**config.mk**
```make
export PLATFORM = sky130hd
export DESIGN_NAME = osd_row_vscaler
export DESIGN_NICKNAME = d
export VERILOG_FILES = /design/src/rtl/osd_vs_pkg.sv /design/src/rtl/osd_vs_delay.sv /design/src/rtl/osd_vs_copies.sv /design/src/rtl/osd_vs_seq.sv /design/src/rtl/osd_row_vscaler.sv
export SDC_FILE = /design/constraint.sdc
export NUM_CORES = 1
export LEC_CHECK = 0
export BUFFER_PORTS_ARGS = -buffer_cell sky130_fd_sc_hd__buf_2
export CORE_AREA = 2 2 56 97
export DETAILED_ROUTE_END_ITERATION = 6
export DIE_AREA = 0 0 58 99
export PLACE_DENSITY = 0.74
export SLEW_MARGIN = 25
export SYNTH_ARGS = -nofsm -noshare
export SYNTH_HDL_FRONTEND = slang
export SYNTH_SLANG_ARGS = --single-unit
```
**constraint.sdc**
```tcl
create_clock -name clk_i -period 4.05 [get_ports clk_i]
set_input_delay 0.2025 -clock clk_i [delete_from_list [all_inputs] [get_ports clk_i]]
set_output_delay 0.2025 -clock clk_i [all_outputs]
set_load 0.01 [all_outputs]
```
**src/rtl/osd_vs_pkg.sv**
```systemverilog
package osd_vs_pkg;
  localparam int FONT_LINES = 18;
  localparam int LINE_W     = 5;
  localparam int N_WBITS    = 5;
  localparam int WEIGHT_W   = 7;
  localparam int COPY_W     = 4;

  typedef enum logic [1:0] {
    ST_IDLE   = 2'd0,
    ST_WAIT   = 2'd1,
    ST_ACTIVE = 2'd2,
    ST_DONE   = 2'd3
  } vs_state_e;

  // Set of font lines that receive one extra copy from weight bit b
  function automatic logic [FONT_LINES-1:0] line_mask(input int b);
    logic [FONT_LINES-1:0] m;
    m = '0;
    case (b)
      0: m[8] = 1'b1;
      1: begin m[4] = 1'b1; m[13] = 1'b1; end
      2: begin m[2] = 1'b1; m[6] = 1'b1; m[10] = 1'b1; m[14] = 1'b1; end
      3: for (int i = 1; i <= 15; i += 2) m[i] = 1'b1;
      default: for (int i = 1; i <= 16; i++) m[i] = 1'b1;
    endcase
    return m;
  endfunction
endpackage

```
**src/rtl/osd_vs_delay.sv**
```systemverilog
module osd_vs_delay #(
  parameter int VSW = 8,
  localparam int DW = VSW + 2
) (
  input  logic           clk_i,
  input  logic           rst_ni,
  input  logic           edge_i,
  input  logic           strobe_i,
  input  logic [VSW-1:0] vstart_i,
  output logic           expire_o
);
  logic          run_q;
  logic [DW-1:0] cnt_q;
  logic [DW-1:0] target_q;
  logic          last_line;

  assign last_line = (cnt_q == target_q - DW'(1));
  assign expire_o  = run_q & strobe_i & ~edge_i & last_line;

  always_ff @(posedge clk_i or negedge rst_ni) begin
    if (!rst_ni) begin
      run_q    <= 1'b0;
      cnt_q    <= '0;
      target_q <= DW'(1);
    end else if (edge_i) begin
      run_q    <= 1'b1;
      cnt_q    <= '0;
      target_q <= {vstart_i, 2'b01};
    end else if (run_q && strobe_i) begin
      if (last_line) begin
        run_q <= 1'b0;
        cnt_q <= '0;
      end else begin
        cnt_q <= cnt_q + DW'(1);
      end
    end
  end
endmodule

```
**src/rtl/osd_vs_copies.sv**
```systemverilog
module osd_vs_copies
  import osd_vs_pkg::*;
(
  input  logic [LINE_W-1:0]   line_i,
  input  logic [WEIGHT_W-1:0] weight_i,
  output logic [COPY_W-1:0]   copies_o
);
  logic [N_WBITS-1:0] hit;

  for (genvar b = 0; b < N_WBITS; b++) begin : g_bit
    localparam logic [FONT_LINES-1:0] MASK = line_mask(b);
    logic in_set;
    always_comb begin
      in_set = 1'b0;
      for (int l = 0; l < FONT_LINES; l++)
        if (line_i == LINE_W'(l)) in_set = MASK[l];
    end
    assign hit[b] = weight_i[b] & in_set;
  end

  always_comb begin
    copies_o = COPY_W'(1) + COPY_W'(weight_i[WEIGHT_W-1:N_WBITS]);
    for (int b = 0; b < N_WBITS; b++)
      copies_o = copies_o + COPY_W'(hit[b]);
  end
endmodule

```
**src/rtl/osd_vs_seq.sv**
```systemverilog
module osd_vs_seq
  import osd_vs_pkg::*;
(
  input  logic              clk_i,
  input  logic              rst_ni,
  input  logic              edge_i,
  input  logic              strobe_i,
  input  logic              expire_i,
  input  logic [COPY_W-1:0] copies_i,
  output logic [LINE_W-1:0] line_o,
  output logic              active_o,
  output logic              done_o
);
  localparam logic [LINE_W-1:0] LAST_LINE = LINE_W'(FONT_LINES - 1);

  vs_state_e         state_q;
  logic [LINE_W-1:0] line_q;
  logic [COPY_W-1:0] copy_q;
  logic              done_q;
  logic              last_copy;

  assign last_copy = (copy_q == copies_i - COPY_W'(1));

  always_ff @(posedge clk_i or negedge rst_ni) begin
    if (!rst_ni) begin
      state_q <= ST_IDLE;
      line_q  <= '0;
      copy_q  <= '0;
      done_q  <= 1'b0;
    end else if (edge_i) begin
      state_q <= ST_WAIT;
      line_q  <= '0;
      copy_q  <= '0;
      done_q  <= 1'b0;
    end else begin
      done_q <= 1'b0;
      unique case (state_q)
        ST_WAIT: if (expire_i) begin
          state_q <= ST_ACTIVE;
          line_q  <= '0;
          copy_q  <= '0;
        end
        ST_ACTIVE: if (strobe_i) begin
          if (last_copy) begin
            copy_q <= '0;
            if (line_q == LAST_LINE) begin
              state_q <= ST_DONE;
              line_q  <= '0;
              done_q  <= 1'b1;
            end else begin
              line_q <= line_q + LINE_W'(1);
            end
          end else begin
            copy_q <= copy_q + COPY_W'(1);
          end
        end
        default: ;
      endcase
    end
  end

  assign line_o   = line_q;
  assign active_o = (state_q == ST_ACTIVE);
  assign done_o   = done_q;
endmodule

```
**src/rtl/osd_row_vscaler.sv**
```systemverilog
module osd_row_vscaler
  import osd_vs_pkg::*;
#(
  parameter int VSW = 8
) (
  input  logic                clk_i,
  input  logic                rst_ni,
  input  logic                vflb_i,
  input  logic                hline_i,
  input  logic [VSW-1:0]      vstart_i,
  input  logic [WEIGHT_W-1:0] weight_i,
  output logic [LINE_W-1:0]   font_line_o,
  output logic                row_active_o,
  output logic                row_done_o
);
  logic                vflb_q;
  logic                vedge;
  logic                expire;
  logic [WEIGHT_W-1:0] weight_q;
  logic [COPY_W-1:0]   copies;
  logic [LINE_W-1:0]   line;

  assign vedge = vflb_i & ~vflb_q;

  always_ff @(posedge clk_i or negedge rst_ni) begin
    if (!rst_ni) begin
      vflb_q   <= 1'b0;
      weight_q <= '0;
    end else begin
      vflb_q <= vflb_i;
      if (vedge) weight_q <= weight_i;
    end
  end

  osd_vs_delay #(.VSW(VSW)) u_delay (
    .clk_i    (clk_i),
    .rst_ni   (rst_ni),
    .edge_i   (vedge),
    .strobe_i (hline_i),
    .vstart_i (vstart_i),
    .expire_o (expire)
  );

  osd_vs_copies u_copies (
    .line_i   (line),
    .weight_i (weight_q),
    .copies_o (copies)
  );

  osd_vs_seq u_seq (
    .clk_i    (clk_i),
    .rst_ni   (rst_ni),
    .edge_i   (vedge),
    .strobe_i (hline_i),
    .expire_i (expire),
    .copies_i (copies),
    .line_o   (line),
    .active_o (row_active_o),
    .done_o   (row_done_o)
  );

  assign font_line_o = line;
endmodule

```
==> results of run 1 <==
per-layer routing:
layer | share of wire | global-route usage
met1 | 0.39 | 0.240
met2 | 0.56 | 0.430
met3 | 0.022 | 0.0210
met4 | 0.034 | 0.0948
met5 | 0 | 0
worst max-delay path, stage by stage, from the launching register on:
cell      delay [ps]
dfrtp_2          440
inv_2             70
ha_4             170
o211ai_1         170
nand3b_1          90
mux2i_1          170
nand4_1          140
ha_1             300
inv_2             40
fa_1             470
inv_1             50
fa_2             340
fa_1             510
xor2_1           180
nand2_1          100
o41a_1           390
a21oi_4          200
mux2_4           310
area by class of cell:
type | instances | area [um2]
Clock buffer | 5 | 68.8
Clock inverter | 3 | 43.8
Fill cell | 427 | 1820
Inverter | 22 | 82.6
Multi-Input combinational cell | 216 | 1540
Sequential cell | 39 | 978
Tap cell | 54 | 67.6
Timing Repair Buffer | 53 | 339
flip-flops by register name (all words and copies together), names as in the netlist:
| register | count |
|---|---|
| u_seq.line_o | 5 |
| u_delay.target_q | 8 |
| u_seq.done_o | 1 |
| u_seq.copy_q | 4 |
| u_delay.cnt_q | 10 |
| u_seq.state_q | 2 |
| weight_q | 7 |
| u_delay.run_q | 1 |
| vflb_q | 1 |
power groups by stage:
stage / clock network, mW / logic [mW] / registers (mW)
2_1_floorplan: 0 / 0.421 / 0.492
3_3_place_gp: 0 / 0.655 / 0.497
3_5_place_dp: 0 / 0.666 / 0.502
4_1_cts: 0.338 / 0.704 / 0.495
5_1_grt: 0.351 / 0.770 / 0.502
6_report: 0.332 / 0.694 / 0.495
cell families (layout without fill, tap and decap cells):
family          count (synthesis)  after routing  synth area share
fa+ha+maj                      18             18            0.0970
xor+xnor                       14             14            0.0480
simple gates                  127            127             0.250
flops                          39             39             0.382
mux                             5              5            0.0206
buf+inv                        34             83            0.0510
compound gates                 52             52             0.151
cells in the final DEF (no fill, tap or decap), types with 5 or more instances in the layout:
cell type  synthesis  routed
xnor2_1            9       9
o21ai_1            9       9
a32o_1             7       7
nand3_1            8       7
buf_4              0      27
and3_1             9       7
inv_1             22      20
nor2_1            15      14
o21ai_0            6       6
dfrtp_1           39      37
o211ai_1           5       5
buf_2              2      25
nor3_1             5       5
a21oi_1            5       5
ha_1              15      12
xor2_1             5       5
clkbuf_8           0       5
nand2_1           58      58
repair_timing:
item / in CTS / in global routing
hold endpoints to repair: 0 / 0
pin swaps: 9 / 2
setup buffers: 2 / 1
setup endpoints to repair: 11 / 12
gates resized for setup: 3 / 5
path summary, 6_finish.rpt:
| kind | startpoint | to | slack, ps | depth (start not counted) |
|---|---|---|---|---|
| min | rst_ni | u_delay.target_q[7] | 20 | 1 |
| max reg2reg | u_seq.line_o[0] | u_seq.line_o[0] | -190 | 17 |
| max | u_seq.line_o[0] | u_seq.line_o[0] | -190 | 17 |
| max in group asynchronous | rst_ni | u_seq.line_o[0] | 3440 | 1 |
| min in group clk_i | vflb_i | vflb_q | 30 | 1 |
| min reg2reg | weight_q[4] | weight_q[4] | 490 | 2 |
Yosys cell counts, types with 4 or more instances:
cell type,number,share of area
nand2_1,58,0.085
dfrtp_1,39,0.38
inv_1,22,0.032
ha_1,15,0.073
nor2_1,15,0.022
and3_1,9,0.022
clkbuf_1,9,0.013
o21ai_1,9,0.018
xnor2_1,9,0.031
nand3_1,8,0.016
a32o_1,7,0.027
o21ai_0,6,0.012
a21oi_1,5,0.0098
nor3_1,5,0.0098
o211ai_1,5,0.015
xor2_1,5,0.017
a31oi_1,4,0.0098
nand4_1,4,0.0098
nor3b_1,4,0.012
==> qor.csv, run 1 <==
metric,value,unit
status,"complete, but fails checks",
violated checks,setup timing,
Worst Tran Pin Value,969,ps
Area Growth Syn to Fin,22.1,%
FMAX,0.236,GHz
fin crit share,1.05,
Final Cell Area,3120,um2
mean post-synth cell area,8.84,um2
Post-synth EDFFs,0,
Post-Syn Area,2550,um2
CP required,4240,ps
main flop type after synthesis,dfrtp_1,
Gate power share,0.456,
CP Class,reg2reg,
CP Launch Type,flip-flop,
Finished Core Util,0.632,
initial core utilization,0.517,
Detailed Route WL,6030,um
clk buf depth,2,
Cells after Synth,289,
power consumption,1.52,mW
dpl cells,382,
Final Hold Viols,0,
CTS tree,done,
CTS Sinks,39,
largest net degree at the start of global routing,40,
post-synth cell types,53,
HP Class,in2async,
# DRC,0,
Final Setup Violations,9,
post-DP HPWL,4470,um
register area share after synthesis,0.382,
cts-stage hold buffer count,0,
First DRT Iteration DRCs,137,
CP arrival,4430,ps
Setup TNS Final,-880,ps
relative slew slack,0.354,
H-tree depth,2,
CTS buffer count,5,
vias in the first global route,2282,
MaxCap Viol Count,0,
Reg power frac,0.325,
CP Capture Type,flip-flop,
PwrDens,488,nW/um2
Sw Ratio,0.371,
setup ws final,-194,ps
Syn Nets,326,
initial antenna violation count,0,
P_int,0.956,mW
Lkg Pwr,1.47,nW
gpl congestion,0.839,
clock group share of total power,0.218,
antenna diode count,0,
WL per Instance,15.4,um
maximum vdd ir drop,0.357,mV
P_sw,0.565,mW
pre-CTS setup slack,-294,ps
core box area,4930,um2
first-pass GRT wire length,10100,um
"Slew Viols, Final",0,
Clock Tree Root,clkbuf_8,
skew final,6.67,ps
vias after detailed routing,2286,
area of placed instances,2940,um2
Hold Slack,18.4,ps
Rows,34,
RSZ-0062 raised after global routing,yes,
post-synthesis register bit count,39,
Post-synth ARST share,1.00,
total track usage,0.225,
Die Y,99,um
die width,58,um
Yosys warning count,0,
fin cells,392,
clock transition at the registers of the reported paths,80,ps
layout cells sized above 1,0.246,
via/cell ratio,5.83,
# IOs,26,
drt pass-1 iters,4,
port bufs,25,
Worst-Skew Late Latency,300,ps
crit path time final,4240,ps
CP Max Fanout,5,
Congestion Overflow GR,0,
Final #Nets,374,
Die Area,5740,um2
"antenna viol nets, final",0,
Power figures use the tool's default switching activity.
==> inputs of run 2 (changes only) <==
BUFFER_PORTS_ARGS = not set   (was -buffer_cell sky130_fd_sc_hd__buf_2)
CORE_AREA = 2 2 55 96   (was 2 2 56 97)
CTS_CLUSTER_DIAMETER = 60   (was not set)
DIE_AREA = 0 0 57 98   (was 0 0 58 99)
DONT_BUFFER_PORTS = 1   (was not set)
GPL_ROUTABILITY_DRIVEN = 1   (was not set)
PLACE_DENSITY = 0.71   (was 0.74)
==> run 2 against run 1 <==
Compared with the run above:
- the run still ends with setup timing left
- setup slack got worse by 84 ps
- sequential power about the same
- routed wire length increased by 3.9%
==> qor.csv, run 2 (synthesis gave the netlist of run 1 again) <==
metric,value,unit,change
skew final,9.86,ps,was 6.67 ps
vias after detailed routing,2198,,was 2286
relative slew slack,0.375,,was 0.354
"commonest cells after routing, fill and taps aside","nand2_1, dfrtp_1, buf_4, inv_1, nor2_1",,"was nand2_1, dfrtp_1, buf_4, buf_2, inv_1"
HP Class,in2reg,,was in2async
core box area,4850,um2,was 4930 um2
Die Area,5590,um2,was 5740 um2
CP Class,reg2reg,,unchanged
# IOs,26,,unchanged
FF-to-FF Start,u_seq.line_o[0],,unchanged
cells on worst reg2reg path,17,,unchanged
clk buf depth,2,,unchanged
status,"complete, but fails checks",,unchanged
Final Hold Viols,0,,unchanged
drt pass-1 iters,4,,unchanged
Hold Path Origin,weight_i[0],,
Final #Nets,353,,was 374
reg-to-reg endpoint,u_seq.line_o[0],,unchanged
maximum vdd ir drop,0.392,mV,was 0.357 mV
PwrDens,497,nW/um2,was 488 nW/um2
Die Y,98,um,was 99 um
CP arrival,4510,ps,was 4430 ps
H-tree depth,2,,unchanged
"commonest non-fill, non-tap cell in the layout",nand2_1,,unchanged
WL per Instance,16.9,um,was 15.4 um
first-pass GRT wire length,10700,um,was 10100 um
Detailed Route WL,6260,um,was 6030 um
Worst-Skew Late Latency,300,ps,about the same
die width,57,um,was 58 um
CTS buffer count,5,,unchanged
CP Capture Type,flip-flop,,unchanged
worst hold path depth,2,,
clock transition at the registers of the reported paths,80,ps,about the same
Finished Core Util,0.627,,was 0.632
CP bufs+invs,3,,unchanged
CTS Sinks,39,,unchanged
Reg2Reg Setup Slack,-280,ps,was -190 ps
max incr delay on CP,520,ps,was 510 ps
crit path time final,4330,ps,was 4240 ps
gpl congestion,0.864,,was 0.839
Area Growth Syn to Fin,19.2,%,was 22.1%
Lkg Pwr,1.39,nW,was 1.47 nW
Congestion Overflow GR,0,,unchanged
via/cell ratio,5.92,,was 5.83
CTS tree,done,,unchanged
CP required,4240,ps,about the same
crit-path leading delay family,adder cells,,unchanged
RSZ-0062 raised after global routing,yes,,unchanged
Reg with most FFs,u_delay.cnt_q,,unchanged
initial core utilization,0.527,,was 0.517
Worst Tran Pin Value,937,ps,was 969 ps
fin crit share,1.07,,was 1.05
MaxCap Viol Count,0,,unchanged
leading registers by flop count,"u_delay.cnt_q: 10 flops, u_delay.target_q: 8 flops, weight_q: 7 flops",,unchanged
Final Setup Violations,11,,was 9
"antenna viol nets, final",0,,unchanged
CP Max Fanout,5,,unchanged
Final Cell Area,3040,um2,was 3120 um2
violated checks,setup timing,,unchanged
WHS Endpoint,weight_q[0],,
antenna diode count,0,,unchanged
Rows,34,,unchanged
total track usage,0.243,,was 0.225
FMAX,0.231,GHz,was 0.236 GHz
max FFs per register,10,,unchanged
post-DP HPWL,4700,um,was 4470 um
CP Launch Type,flip-flop,,unchanged
setup ws final,-278,ps,was -194 ps
# DRC,0,,unchanged
"Slew Viols, Final",0,,unchanged
largest net degree at the start of global routing,40,,unchanged
port bufs,0,,was 25
vias in the first global route,2299,,was 2282
pre-CTS setup slack,-423,ps,was -294 ps
CP max-delay cell,fa_1,,unchanged
Clock Tree Root,clkbuf_8,,unchanged
initial antenna violation count,0,,unchanged
crit-path cells,inv_2 -> ha_4 -> o211ai_1 -> nand3b_1 -> mux2i_1 -> nand4_1 -> ha_1 -> inv_2 -> fa_1 -> inv_1 -> fa_2 -> fa_1 -> xor2_1 -> nand2_1 -> o41a_1 -> a21oi_4 -> mux2_4,,unchanged
area of placed instances,2810,um2,was 2940 um2
layout cells sized above 1,0.189,,was 0.246
First DRT Iteration DRCs,108,,was 137
run 2: how the worst max path moves through the flow:
| stage | start | end | slack [ps] | cells after the start |
|---|---|---|---|---|
| final | u_seq.line_o[0] | u_seq.line_o[0] | -280 | 17 |
| after global placement | u_seq.line_o[0] | u_seq.line_o[0] | -240 | 16 |
| after detailed placement | u_seq.line_o[0] | u_seq.line_o[0] | -420 | 17 |
| after global routing | u_seq.line_o[0] | u_seq.line_o[1] | -460 | 18 |
| after CTS | u_seq.line_o[1] | u_seq.line_o[0] | -270 | 16 |
| after floorplan | u_seq.line_o[0] | u_seq.line_o[0] | -250 | 16 |
run 2: per-stage QoR:
stage          hold WS [ps]  power (mW)  setup TNS (ps)  std cells
6_report               5.93        1.51           -1780        371
5_1_grt                5.24        1.61           -3970        371
4_1_cts                5.52        1.51           -1640        370
3_5_place_dp          -92.2        1.15           -2960        356
3_3_place_gp          -92.1        1.13           -1140        356
2_1_floorplan         -93.1       0.913            -797        289
run 2: timing repair:
item / 4_1_cts / 5_1_grt
pin swaps: 10 / 3
hold endpoints to repair: 40 / 0
buffers inserted: 4 / 1
endpoints found under the setup margin: 12 / 12
resized for setup: 7 / 0
hold buffers: 3 / 0
run 2: worst reg2reg max path: cells and delay by family, from the launching register on:
| family | cells | cell delay (ps) |
|---|---|---|
| fa+ha+maj | 5 | 1860 |
| buf+inv | 3 | 160 |
| flops | 1 | 440 |
| mux | 2 | 460 |
| xor+xnor | 1 | 180 |
| compound gates | 3 | 790 |
| simple gates | 3 | 330 |
run 2: power by group:
group	switching (mW)	internal (mW)
Clock	0.141	0.183
Combinational	0.376	0.314
Sequential	0.0549	0.441
run 2: per-layer routing:
| metal | global-route usage | part of all wire | vias to the layer above |
|---|---|---|---|
| met5 | 0 | 0 | - |
| met4 | 0.114 | 0.045 | 0 |
| met3 | 0.0331 | 0.027 | 22 |
| met2 | 0.459 | 0.58 | 40 |
| met1 | 0.254 | 0.35 | 1065 |
| li1 | - | - | 1071 |
run 2: area by class of cell:
type                    instances  area (um2)
well taps                      54        67.6
clock inverters                 3        43.8
repair buffers                 32         258
multi-input cells             216        1540
flip-flops and latches         39         978
clock buffers                   5        68.8
fillers                       414        1810
inverters                      22        82.6
==> inputs of run 3 (changes only) <==
ABC_AREA = 1   (was not set)
==> run 3 against run 2 <==
Compared with the run above:
- the run now ends clean
- sequential share of layout area grew 1.2 points
- sequential power hardly changed
- setup slack better by 440 ps
- critical path depth grew 3
- via count is 5.6% higher
- critical endpoint is now u_seq.state_q[1]
- routed wire length is 4.8% lower
- non-clock buffer count down 16
- first-iteration DRC count shrank 29%
==> qor.csv, run 3 <==
metric,value,unit,change
initial core utilization,0.531,,was 0.527
CP Max Fanout,6,,was 5
Worst-Skew Late Latency,290,ps,was 300 ps
gpl congestion,0.857,,was 0.864
synth cell count leaders,"nand2_1, inv_1, nor2_1",,"was nand2_1, dfrtp_1, inv_1"
Detailed Route WL,5960,um,was 6260 um
Clock Tree Root,clkbuf_8,,unchanged
power consumption,1.41,mW,was 1.51 mW
WL per Instance,14.1,um,was 16.9 um
Post-Syn Area,2580,um2,was 2550 um2
CP required,4230,ps,was 4240 ps
"antenna viol nets, final",0,,unchanged
CP arrival,4070,ps,was 4510 ps
area of placed instances,2690,um2,was 2810 um2
CTS buffer count,5,,unchanged
max incr delay on CP,510,ps,was 520 ps
post-DP HPWL,4560,um,was 4700 um
Congestion Overflow GR,0,,unchanged
crit-path cells,inv_2 -> ha_4 -> nand2_4 -> nor2_4 -> nand3_1 -> o21ai_1 -> nand4_1 -> ha_1 -> inv_1 -> fa_1 -> inv_2 -> fa_2 -> fa_1 -> xnor2_1 -> a21oi_1 -> nand3_2 -> nand2_4 -> nand4_1 -> nand2_1 -> nand2_1,,was inv_2 -> ha_4 -> o211ai_1 -> nand3b_1 -> mux2i_1 -> nand4_1 -> ha_1 -> inv_2 -> fa_1 -> inv_1 -> fa_2 -> fa_1 -> xor2_1 -> nand2_1 -> o41a_1 -> a21oi_4 -> mux2_4
cell with the most instances after synthesis,nand2_1,,unchanged
clock group share of total power,0.205,,was 0.215
Post-synth EDFFs,0,,unchanged
mean post-synth cell area,7.30,um2,was 8.84 um2
core box area,4850,um2,unchanged
status,"finished, final reports clean",,"was complete, but fails checks"
Syn Nets,390,,was 326
CP Capture Type,flip-flop,,unchanged
Final #Nets,406,,was 353
Post-synth ARST share,1.00,,unchanged
port bufs,0,,unchanged
PwrDens,481,nW/um2,was 497 nW/um2
Sw Ratio,0.402,,was 0.379
total track usage,0.225,,was 0.243
clk buf depth,2,,unchanged
CP Launch Type,flip-flop,,unchanged
Die Y,98,um,unchanged
crit path time final,3890,ps,was 4330 ps
fin crit share,0.961,,was 1.07
post-synth cell types,32,,was 53
setup ws final,157,ps,was -278 ps
P_sw,0.567,mW,was 0.572 mW
Finished Core Util,0.606,,was 0.627
Area Growth Syn to Fin,14.0,%,was 19.2%
fin cells,424,,was 371
Die Area,5590,um2,unchanged
first-pass GRT wire length,10000,um,was 10700 um
antenna diode count,0,,unchanged
Yosys top cell by area,dfrtp_1,,unchanged
layout cells sized above 1,0.146,,was 0.189
initial antenna violation count,0,,unchanged
Lkg Pwr,1.43,nW,was 1.39 nW
max FFs per register,10,,unchanged
register area share after synthesis,0.379,,was 0.382
maximum vdd ir drop,0.315,mV,was 0.392 mV
HP Class,in2reg,,unchanged
"Slew Viols, Final",0,,unchanged
"commonest non-fill, non-tap cell in the layout",nand2_1,,unchanged
Final Cell Area,2940,um2,was 3040 um2
post-synthesis register bit count,39,,unchanged
relative slew slack,0.535,,was 0.375
vias after detailed routing,2321,,was 2198
MaxCap Viol Count,0,,unchanged
Final Setup Violations,0,,was 11
drt pass-1 iters,4,,unchanged
CTS Sinks,39,,unchanged
clock transition at the registers of the reported paths,80,ps,about the same
Synth top area share,0.379,,was 0.382
pre-CTS setup slack,31.8,ps,was -423 ps
Reg power frac,0.352,,was 0.328
Area contributors post-synth,"dfrtp_1, nand2_1, ha_1, inv_1, nor2_1",,"was dfrtp_1, nand2_1, ha_1, inv_1, xnor2_1"
via/cell ratio,5.47,,was 5.92
Gate power share,0.443,,was 0.457
# IOs,26,,unchanged
Final Hold Viols,0,,unchanged
Reg with most FFs,u_delay.cnt_q,,unchanged
Cells after Synth,353,,was 289
Worst Tran Pin Value,697,ps,was 937 ps
CTS tree,done,,unchanged
Rows,34,,unchanged
leading registers by flop count,"u_delay.cnt_q: 10 flops, u_delay.target_q: 8 flops, weight_q: 7 flops",,unchanged
largest net degree at the start of global routing,40,,unchanged
"commonest cells after routing, fill and taps aside","nand2_1, inv_1, nor2_1, dfrtp_1, nand3_1",,"was nand2_1, dfrtp_1, buf_4, inv_1, nor2_1"
# DRC,0,,unchanged
CP Class,reg2reg,,unchanged
P_int,0.845,mW,was 0.939 mW
skew final,6.98,ps,was 9.86 ps
die width,57,um,unchanged
fill count,461,,was 414
CP max-delay cell,fa_1,,unchanged
First DRT Iteration DRCs,77,,was 108
main flop type after synthesis,dfrtp_1,,unchanged
Yosys warning count,0,,unchanged
dpl cells,411,,was 356
vias in the first global route,2315,,was 2299
FMAX,0.257,GHz,was 0.231 GHz
H-tree depth,2,,unchanged
[run 3: cells by family (layout without fill, tap and decap cells)]
logic type                 Yosys count  count (layout)  share of synthesized area
buffers and inverters               59              76                     0.0908
xor gates and xnor gates            13              13                     0.0442
DFF                                 39              39                      0.379
and+or+nand+nor                    191             191                      0.316
AOI/OAI and AO/OA                   33              33                     0.0743
adders and majority gates           18              18                     0.0961
[run 3: worst paths after layout]
kind	from	end	slack, ps	depth (start not counted)
setup / recovery	u_seq.line_o[0]	u_seq.state_q[1]	160	20
hold / removal	weight_i[1]	weight_q[1]	30	2
setup reg to reg	u_seq.line_o[0]	u_seq.state_q[1]	160	20
hold reg to reg	weight_q[0]	weight_q[0]	490	2
max in group asynchronous	rst_ni	u_seq.line_o[1]	3470	2
min in group asynchronous	rst_ni	weight_q[5]	360	2
[run 3: through the flow]
step | hold WS [ps] | setup TNS [ps]
detailed placement | -92.3 | 0
global route | 39.0 | -413
floorplan | -93.1 | 0
finish | 25.8 | 0
CTS | 27.2 | 0
global placement | -92.1 | 0
[run 3: final cells by class]
type / instances / area, um2 / share of cell area
multi-input cells: 255 / 1460 / 0.495
repair buffers: 16 / 141 / 0.0481
clock buffers: 8 / 100 / 0.0341
well taps: 54 / 67.6 / 0.0230
flip-flops and latches: 39 / 978 / 0.333
inverters: 52 / 195 / 0.0664
[run 3: power groups by stage]
stage               clock network, mW  registers, mW  logic (mW)
global placement                    0          0.498       0.529
floorplan                           0          0.494       0.416
global route                    0.308          0.505       0.706
detailed placement                  0          0.500       0.540
finish                          0.289          0.497       0.625
CTS                             0.291          0.493       0.555
[run 3: metal layers]
metal  up-vias  track usage  wire [um]  part of all wire
li1       1141            -          -                 -
met1      1107        0.226       2130              0.36
met2        50        0.431       3450              0.58
met3        23       0.0305        143             0.024
met4         0        0.109        236             0.040
met5         -            0          0                 0
[run 3: critical path, delay by kind of cell, from the launching register on]
| family | cells | cell delay [ps] |
|---|---|---|
| AO/OA/AOI/OAI | 2 | 320 |
| XOR/XNOR | 1 | 130 |
| adder cells (fa/ha/maj) | 5 | 1790 |
| buffers and inverters | 3 | 220 |
| flip-flops | 1 | 440 |
| AND/OR/NAND/NOR | 9 | 890 |
[run 3: timing repair]
item,in CTS,in global routing
setup buffers,0,2
endpoints found under the setup margin,0,11
endpoints found under the hold margin,40,0
resized for setup,0,30
hold buffers,3,0
